## config.mk

```make
export PLATFORM = sky130hd
export DESIGN_NAME = vbus_sup
export DESIGN_NICKNAME = d
export VERILOG_FILES = /design/src/rtl/vbus_sup_pkg.sv /design/src/rtl/vbus_rise_timer.sv /design/src/rtl/vbus_pin_drv.sv /design/src/rtl/vbus_sup_fsm.sv /design/src/rtl/vbus_sup.sv
export SDC_FILE = /design/constraint.sdc
export NUM_CORES = 1
export LEC_CHECK = 0
export BUFFER_PORTS_ARGS = -buffer_cell sky130_fd_sc_hd__buf_4
export CORE_MARGIN = 5
export CORE_UTILIZATION = 36
export DETAILED_ROUTE_END_ITERATION = 10
export PLACE_DENSITY_LB_ADDON = 0.12
export SYNTH_ARGS = -nofsm -noshare
export SYNTH_HDL_FRONTEND = slang
export SYNTH_SLANG_ARGS = --single-unit
export TNS_END_PERCENT = 20
```

## constraint.sdc

```tcl
create_clock -name clk -period 3.8 [get_ports clk]
set_input_delay 0.19 -clock clk [delete_from_list [all_inputs] [get_ports clk]]
set_output_delay 0.19 -clock clk [all_outputs]
set_load 0.01 [all_outputs]
```

## src/rtl/vbus_sup_pkg.sv

```systemverilog
package vbus_sup_pkg;
  typedef enum logic [1:0] {
    PS_OFF   = 2'd0,
    PS_RISE  = 2'd1,
    PS_ON    = 2'd2,
    PS_FAULT = 2'd3
  } psw_state_t;
endpackage

```

## src/rtl/vbus_rise_timer.sv

```systemverilog
module vbus_rise_timer #(
  parameter int WIN_MS = 100
) (
  input  logic clk,
  input  logic rst,
  input  logic run,
  input  logic tick,
  output logic expire
);
  localparam int CW = $clog2(WIN_MS + 1);
  localparam logic [CW-1:0] LAST = CW'(WIN_MS - 1);

  logic [CW-1:0] cnt;

  // counter restarts whenever the rise phase is not active
  always_ff @(posedge clk) begin
    if (rst || !run) cnt <= '0;
    else if (tick)   cnt <= cnt + 1'b1;
  end

  assign expire = run && tick && (cnt == LAST);

  AST_CNT_IN_WINDOW: assert property (@(posedge clk) disable iff (rst)
    run |-> (cnt <= LAST));
endmodule

```

## src/rtl/vbus_pin_drv.sv

```systemverilog
module vbus_pin_drv (
  input  logic clk,
  input  logic rst,
  input  logic en_pol,
  input  logic st_pol,
  input  logic drive_nxt,
  input  logic st_pin,
  output logic en_pin,
  output logic st_active
);
  // status in true-high sense
  assign st_active = st_pin ^ st_pol;

  always_ff @(posedge clk) begin
    if (rst) en_pin <= en_pol;
    else     en_pin <= drive_nxt ^ en_pol;
  end
endmodule

```

## src/rtl/vbus_sup_fsm.sv

```systemverilog
module vbus_sup_fsm
  import vbus_sup_pkg::*;
(
  input  logic       clk,
  input  logic       rst,
  input  logic       want,
  input  logic       st_active,
  input  logic       id_b,
  input  logic       err_clr,
  input  logic       expire,
  output psw_state_t state,
  output logic       drive_nxt,
  output logic       fault_q,
  output logic       err_evt_q,
  output logic       up_evt_q
);
  psw_state_t nxt;
  logic       vld;

  // status only counts while the switch is being driven
  assign vld = st_active && (state == PS_RISE || state == PS_ON);

  always_comb begin
    nxt = state;
    if (id_b) begin
      nxt = PS_OFF;
    end else begin
      case (state)
        PS_OFF:   if (want) nxt = PS_RISE;
        PS_RISE: begin
          if (!want)       nxt = PS_OFF;
          else if (vld)    nxt = PS_ON;
          else if (expire) nxt = PS_FAULT;
        end
        PS_ON: begin
          if (!want)       nxt = PS_OFF;
          else if (!vld)   nxt = PS_FAULT;
        end
        PS_FAULT: if (err_clr) nxt = PS_OFF;
        default:  nxt = PS_OFF;
      endcase
    end
  end

  assign drive_nxt = (nxt == PS_RISE) || (nxt == PS_ON);

  always_ff @(posedge clk) begin
    if (rst) begin
      state     <= PS_OFF;
      fault_q   <= 1'b0;
      err_evt_q <= 1'b0;
      up_evt_q  <= 1'b0;
    end else begin
      state     <= nxt;
      fault_q   <= (nxt == PS_FAULT);
      err_evt_q <= (nxt == PS_FAULT) && (state != PS_FAULT);
      up_evt_q  <= (nxt == PS_ON) && (state == PS_RISE);
    end
  end

  AST_ERR_EVT_SINGLE: assert property (@(posedge clk) disable iff (rst)
    err_evt_q |=> !err_evt_q);
  AST_EVT_EXCLUSIVE: assert property (@(posedge clk) disable iff (rst)
    !(up_evt_q && err_evt_q));
  AST_FAULT_HOLD: assert property (@(posedge clk) disable iff (rst)
    ($past(fault_q) && !$past(err_clr) && !$past(id_b)) |-> fault_q);
  AST_B_SIDE_OFF: assert property (@(posedge clk) disable iff (rst)
    id_b |=> (state == PS_OFF));
  AST_REQ_START: assert property (@(posedge clk) disable iff (rst)
    (state == PS_OFF && want) |=> (state == PS_RISE));
endmodule

```

## src/rtl/vbus_sup.sv

```systemverilog
module vbus_sup
  import vbus_sup_pkg::*;
#(
  parameter int WIN_MS = 100
) (
  input  logic clk,
  input  logic rst,
  input  logic en_pol,
  input  logic st_pol,
  input  logic bus_req,
  input  logic vbus_drop,
  input  logic id_b,
  input  logic vbus_st_pin,
  input  logic err_clr,
  input  logic tick_ms,
  output logic vbus_en_pin,
  output logic over_cur,
  output logic err_evt,
  output logic up_evt
);
  psw_state_t state;
  logic want, st_active, expire, drive_nxt;

  assign want = bus_req && !vbus_drop && !id_b;

  vbus_pin_drv u_pin (
    .clk(clk), .rst(rst), .en_pol(en_pol), .st_pol(st_pol),
    .drive_nxt(drive_nxt), .st_pin(vbus_st_pin),
    .en_pin(vbus_en_pin), .st_active(st_active)
  );

  vbus_rise_timer #(.WIN_MS(WIN_MS)) u_tmr (
    .clk(clk), .rst(rst), .run(state == PS_RISE),
    .tick(tick_ms), .expire(expire)
  );

  vbus_sup_fsm u_fsm (
    .clk(clk), .rst(rst), .want(want), .st_active(st_active),
    .id_b(id_b), .err_clr(err_clr), .expire(expire),
    .state(state), .drive_nxt(drive_nxt), .fault_q(over_cur),
    .err_evt_q(err_evt), .up_evt_q(up_evt)
  );

  AST_FAULT_PIN_IDLE: assert property (@(posedge clk) disable iff (rst)
    over_cur |-> (vbus_en_pin == en_pol));
  AST_DROP_RELEASES: assert property (@(posedge clk) disable iff (rst)
    vbus_drop |=> (vbus_en_pin == $past(en_pol)));
endmodule

```

==> out/metrics.csv, run 1 <==
stage,metric,value,unit
yosys,asr flop ratio synth,0,
cells_and_area,fin area,870.8,sq um
cells_and_area,antenna cells,0,
detailed_routing,Avg WL per Cell,11.06,microns
sta,RSZ-0062 raised after global routing,false,
sta,crit path time final,2.248,ns
sta,Fin Clk Skew,0.0005348,ns
cells_and_area,nets@finish,110,
yosys,sequential share of the synthesized area,0.3605,
cells_and_area,fill cell count,201,
critical_path,Crit path required time,4.01,ns
sta,Fin. Hold Viols,0,
sta,Slew HR,0.7109,
yosys,top_reg_cell synth,dfxtp_1,
sta,Setup TNS,0,ns
sta,final setup fails,0,
pwr,Peak VDD IR,140.4,uV
detailed_routing,Vias,579,
clock_tree,clk buf depth,2,
critical_path,Worst Setup Start Kind,flip-flop,
floorplanning,Die ar.,0.003001,sq mm
global_routing,largest net degree at the start of global routing,9,
run,max_cap viols,0,
cells_and_area,most frequent cells in the layout,"13 x buf_4, 13 x dfxtp_1, 8 x nor2_1",
cells_and_area,Area Growth Syn to Fin,20.62,%
clock_tree,Worst-path clk slew,0.08,ns
sta,setup ws final,1.552,ns
clock_tree,Post-CTS Hold Fix Bufs,0,
clock_tree,"Clk Latency, worst-skew pair",0.27,ns
critical_path,Worst Path Arrival,2.45,ns
sta,fmax,0.4448,GHz
sta,Least-Margin Pin Slew,0.4296,ns
sta,Tcrit/Tclk final,0.5916,
floorplanning,Die Span X,54.78,microns
global_routing,grt ovf,0,
status,outcome,completed,
yosys,Yosys warnings,0,
global_routing,vias in the first global route,515,
clock_tree,number of buffers created by CTS,3,
clock_tree,CTS tree,yes,
detailed_routing,violation count after the first detailed-route iteration,16,
clock_tree,CTS Root Cell,clkbuf_4,
detailed_routing,vias per cell,4.866,
global_routing,initial antenna violation count,0,
sta,Final Slew Violations,0,
placement,DP Area,844.6,sq um
sta,Hold WS,0.09622,ns
detailed_routing,drt pass-1 iters,4,
placement,GP Congestion,0.7098,
floorplanning,Chip Height,54.78,microns
floorplanning,initial core utilization,0.3718,
floorplanning,core area,0.001942,sq mm
clock_tree,H-tree Lvls,1,
hold_path,Min-Delay Path Class,input port to flip-flop,
yosys,Syn Area/Cell,9.376,sq um
yosys,Mapped Cells,77,
yosys,Seq cells post-synth,13,
critical_path,Crit Path Class,flip-flop to flip-flop,
detailed_routing,Antenna Violating Nets Remaining,0,
clock_tree,postcts setup bufs,0,
floorplanning,I/O pin cnt,14,
pwr,Power Total,0.2477,mW
floorplanning,std cell rows,16,
global_routing,first-pass GRT wire length,2.056,mm
global_routing,All-Layer GR Usage,0.1012,
critical_path,Critical Path Sink Type,flip-flop,
clock_tree,Clock Sinks,13,
pwr,Leak Pwr,0.3432,nW
placement,port bufs,13,
placement,DP HPWL,1.076,mm
placement,Post-Place Worst Slack,1.542,ns
clock_tree,# resized after CTS,0,
cells_and_area,share of post-route cells with drive strength above 1,0.2283,
yosys,Post-synth EDFFs,0,
detailed_routing,drt total wl,1.316,mm
detailed_routing,DRC,0,
yosys,Mapped Nets,94,
yosys,unique cell type count in the Yosys netlist,33,
critical_path,critical-path maximum fanout,4,
yosys,Synth Cell Area,721.9,sq um
pwr,pwr/cell area,284.5,mW/mm^2
==> metal layers <==
metal / track usage / up-vias / wire (microns)
li1: - / 305 / -
met1: 0.1073 / 261 / 589
met2: 0.1654 / 11 / 656
met3: 0.04905 / 2 / 63
met4: 0.04979 / 0 / 7
met5: 0 / - / 0
==> cells in the mapped netlist, types with 2 or more instances <==
cell     count  area (sq um)
o21ai_0      2         10.01
nor2_1       8         30.03
or3_1        3         18.77
a21oi_1      3         15.01
nor2b_1      3         18.77
nand2_1      3         11.26
dfxtp_1     13         260.3
nand4_1      2         12.51
o41ai_1      2         17.52
xor2_1       5         43.79
ha_1         7         87.58
mux2i_1      2         20.02
inv_1        4         15.01
==> final timing paths <==
path,start,end,slack (ns),depth (start not counted)
worst min-delay path,en_pol,u_pin.en_pin$_DFF_P_,0.1,2
worst max-delay path,u_fsm.state[1]$_SDFF_PP0_,u_pin.en_pin$_DFF_P_,1.55,9
worst min register to register,u_tmr.cnt[6]$_SDFFE_PP0P_,u_tmr.cnt[6]$_SDFFE_PP0P_,0.50,2
worst max register to register,u_fsm.state[1]$_SDFF_PP0_,u_pin.en_pin$_DFF_P_,1.55,9
==> sequential cells by signal, summed over array words and instances, names as in the netlist <==
signal           flops
u_tmr.cnt            7
u_fsm.state          2
u_fsm.err_evt_q      1
u_fsm.fault_q        1
u_fsm.up_evt_q       1
u_pin.en_pin         1
==> kinds of logic (layout without fill, tap and decap cells) <==
group	count (synthesis)	after routing	synth area share
simple gates	31	31	0.2600
flops	13	13	0.3605
compound gates	12	12	0.1248
fa+ha+maj	7	7	0.1213
xor+xnor	6	6	0.07279
buf+inv	6	21	0.03291
mux	2	2	0.02773
==> worst max-delay path: stages, from the launching register on <==
cell     delay (ns)
dfxtp_1        0.35
inv_1          0.13
ha_1           0.22
inv_1          0.06
nor4_2         0.31
nor4_1         0.12
o41ai_1        0.43
ha_1           0.31
nor2_1         0.12
xor2_1         0.14
==> power breakdown <==
part	switching [mW]	internal, mW
Sequential	0.000943	0.138
Clock	0.0440	0.0407
Combinational	0.0110	0.0136
==> area by class of cell <==
cell class              instances  area (sq um)  share of cell area
clock buffers                   4         26.28             0.03017
inverters                       4         15.01             0.01724
multi-input cells              58         437.9              0.5029
flip-flops and latches         13         260.3              0.2989
well taps                      27         33.78             0.03879
repair buffers                 13         97.59              0.1121
==> per-stage QoR <==
step	util	instances
global placement	0.4349	115
global route	0.4485	119
finish	0.4485	119
floorplan	-	77
CTS	0.4485	119
detailed placement	0.4349	115
Power figures use the tool's default switching activity.
==> run 2, diff against run 1 <==
Clock period 3.8 ns to 2.21 ns, I/O delays scaled along.
==> out/metrics.csv, run 2 (synthesis results as in run 1) <==
stage,metric,value,unit
cells_and_area,Top reg by flops,u_tmr.cnt,
sta,final setup fails,0,
clock_tree,postcts setup bufs,0,
critical_path,Worst Path Arrival,2.25,ns
floorplanning,I/O pin cnt,14,
global_routing,largest net degree at the start of global routing,9,
detailed_routing,Vias,581,
cells_and_area,largest registers,"u_tmr.cnt (7), u_fsm.state (2)",
pwr,Peak VDD IR,225.6,uV
sta,Final Slew Violations,0,
detailed_routing,Antenna Violating Nets Remaining,0,
cells_and_area,nets@finish,112,
placement,DP HPWL,1.082,mm
pwr,Pint,0.3321,mW
floorplanning,std cell rows,16,
floorplanning,Die Span X,54.78,microns
pwr,NetSw,0.09682,mW
sta,Fin Clk Skew,0.001877,ns
pwr,logic gate share of total power,0.106,
sta,Hold WS,0.05443,ns
detailed_routing,drt total wl,1.394,mm
detailed_routing,DRC,0,
critical_path,Crit path required time,2.41,ns
global_routing,vias in the first global route,560,
sta,RSZ-0062 raised after global routing,false,
placement,GP Congestion,0.7306,
pwr,pwr/cell area,469.6,mW/mm^2
clock_tree,CTS Root Cell,clkbuf_4,
detailed_routing,vias per cell,4.802,
clock_tree,H-tree Lvls,1,
sta,fmax,0.4892,GHz
run,max_cap viols,0,
pwr,Leak Pwr,0.3610,nW
clock_tree,number of buffers created by CTS,3,
pwr,clock power share,0.338,
sta,Slew HR,0.7334,
critical_path,Crit Path Class,flip-flop to flip-flop,
cells_and_area,max reg flops,7,
detailed_routing,violation count after the first detailed-route iteration,7,
floorplanning,Chip Height,54.78,microns
cells_and_area,share of post-route cells with drive strength above 1,0.2766,
sta,Setup TNS,0,ns
sta,Tcrit/Tclk final,0.9250,
clock_tree,Worst-path clk slew,0.08,ns
floorplanning,core area,0.001942,sq mm
detailed_routing,Avg WL per Cell,11.52,microns
floorplanning,initial core utilization,0.3718,
placement,port bufs,13,
sta,Least-Margin Pin Slew,0.3966,ns
global_routing,grt ovf,0,
global_routing,All-Layer GR Usage,0.1062,
clock_tree,Clock Sinks,13,
floorplanning,Die ar.,0.003001,sq mm
global_routing,first-pass GRT wire length,2.194,mm
clock_tree,"Clk Latency, worst-skew pair",0.27,ns
clock_tree,clk buf depth,2,
critical_path,Worst Setup Start Kind,flip-flop,
pwr,sequential share of power,0.556,
sta,setup ws final,0.1658,ns
cells_and_area,"most common cell after layout, fill and taps aside",buf_4,
cells_and_area,antenna cells,0,
sta,Fin. Hold Viols,0,
cells_and_area,most frequent cells in the layout,"14 x buf_4, 11 x dfxtp_1, 8 x nor2_1",
critical_path,critical-path maximum fanout,5,
global_routing,initial antenna violation count,0,
critical_path,internal reg-to-reg setup slack,0.17,ns
critical_path,Critical Path Sink Type,flip-flop,
pwr,switching share of power,0.2258,
placement,Post-Place Worst Slack,0.002813,ns
detailed_routing,drt pass-1 iters,4,
cells_and_area,Area Growth Syn to Fin,26.52,%
hold_path,Min-Delay Path Class,input port to flip-flop,
sta,crit path time final,2.044,ns
clock_tree,CTS tree,yes,
status,outcome,completed,
-- run 2: cell count changes in the layout (fill, tap and decap cells not counted), sizes merged --
cell	delta
buf	+1
dlygate4sd3	+1
-- run 2: path summary, 6_finish.rpt --
path                                           startpoint                        end  depth (start not counted)
worst min-delay path                                  rst   u_fsm.fault_q$_SDFF_PP0_                          2
worst min register to register  u_tmr.cnt[6]$_SDFFE_PP0P_  u_tmr.cnt[6]$_SDFFE_PP0P_                          2
worst max register to register  u_fsm.state[1]$_SDFF_PP0_       u_pin.en_pin$_DFF_P_                          8
worst max-delay path            u_fsm.state[1]$_SDFF_PP0_       u_pin.en_pin$_DFF_P_                          8
-- run 2: power groups by stage --
stage	combinational (mW)	clock (mW)	sequential (mW)
6_report	0.0457	0.145	0.238
5_1_grt	0.0507	0.163	0.239
4_1_cts	0.0437	0.152	0.238
3_5_place_dp	0.0436	0	0.244
3_3_place_gp	0.0432	0	0.244
2_1_floorplan	0.0207	0	0.244
-- run 2: repair_timing --
action / 4_1_cts / 5_1_grt
pin swaps: 1 / 0
endpoints found under the hold margin: 0 / 1
hold buffers: 0 / 1
setup endpoints to repair: 1 / 2
gates resized for setup: 0 / 5
-- run 2: critical path: stages (launching register included) --
cell     delay (ns)
dfxtp_2        0.37
inv_1          0.09
ha_1           0.26
mux2i_1        0.14
or3_2          0.46
o41ai_2        0.09
ha_1           0.29
nor2_1         0.12
xor2_1         0.15
-- run 2: cell type report --
type,count,area (sq um)
clock buffer,4,26.28
fill,204,1028
inverter,4,15.01
multi-input combinational,58,460.4
sequential,13,262.8
tap,27,33.78
timing repair buffer,15,115.1
-- run 2: metrics by stage --
stage	cell area, sq um	std cells	util	power, mW
floorplan	721.9	77	-	0.2652
global placement	852.1	116	0.4388	0.2869
detailed placement	852.1	116	0.4388	0.2876
CTS	878.3	120	0.4523	0.4345
global route	913.4	121	0.4704	0.4526
finish	913.4	121	0.4704	0.4289
-- run 2: layer usage --
metal / global-route usage / part of all wire / vias up
met5: 0 / 0 / -
met1: 0.1154 / 0.46 / 257
met3: 0.03270 / 0.032 / 4
met4: 0.06224 / 0.028 / 0
met2: 0.1791 / 0.48 / 13
li1: - / - / 307
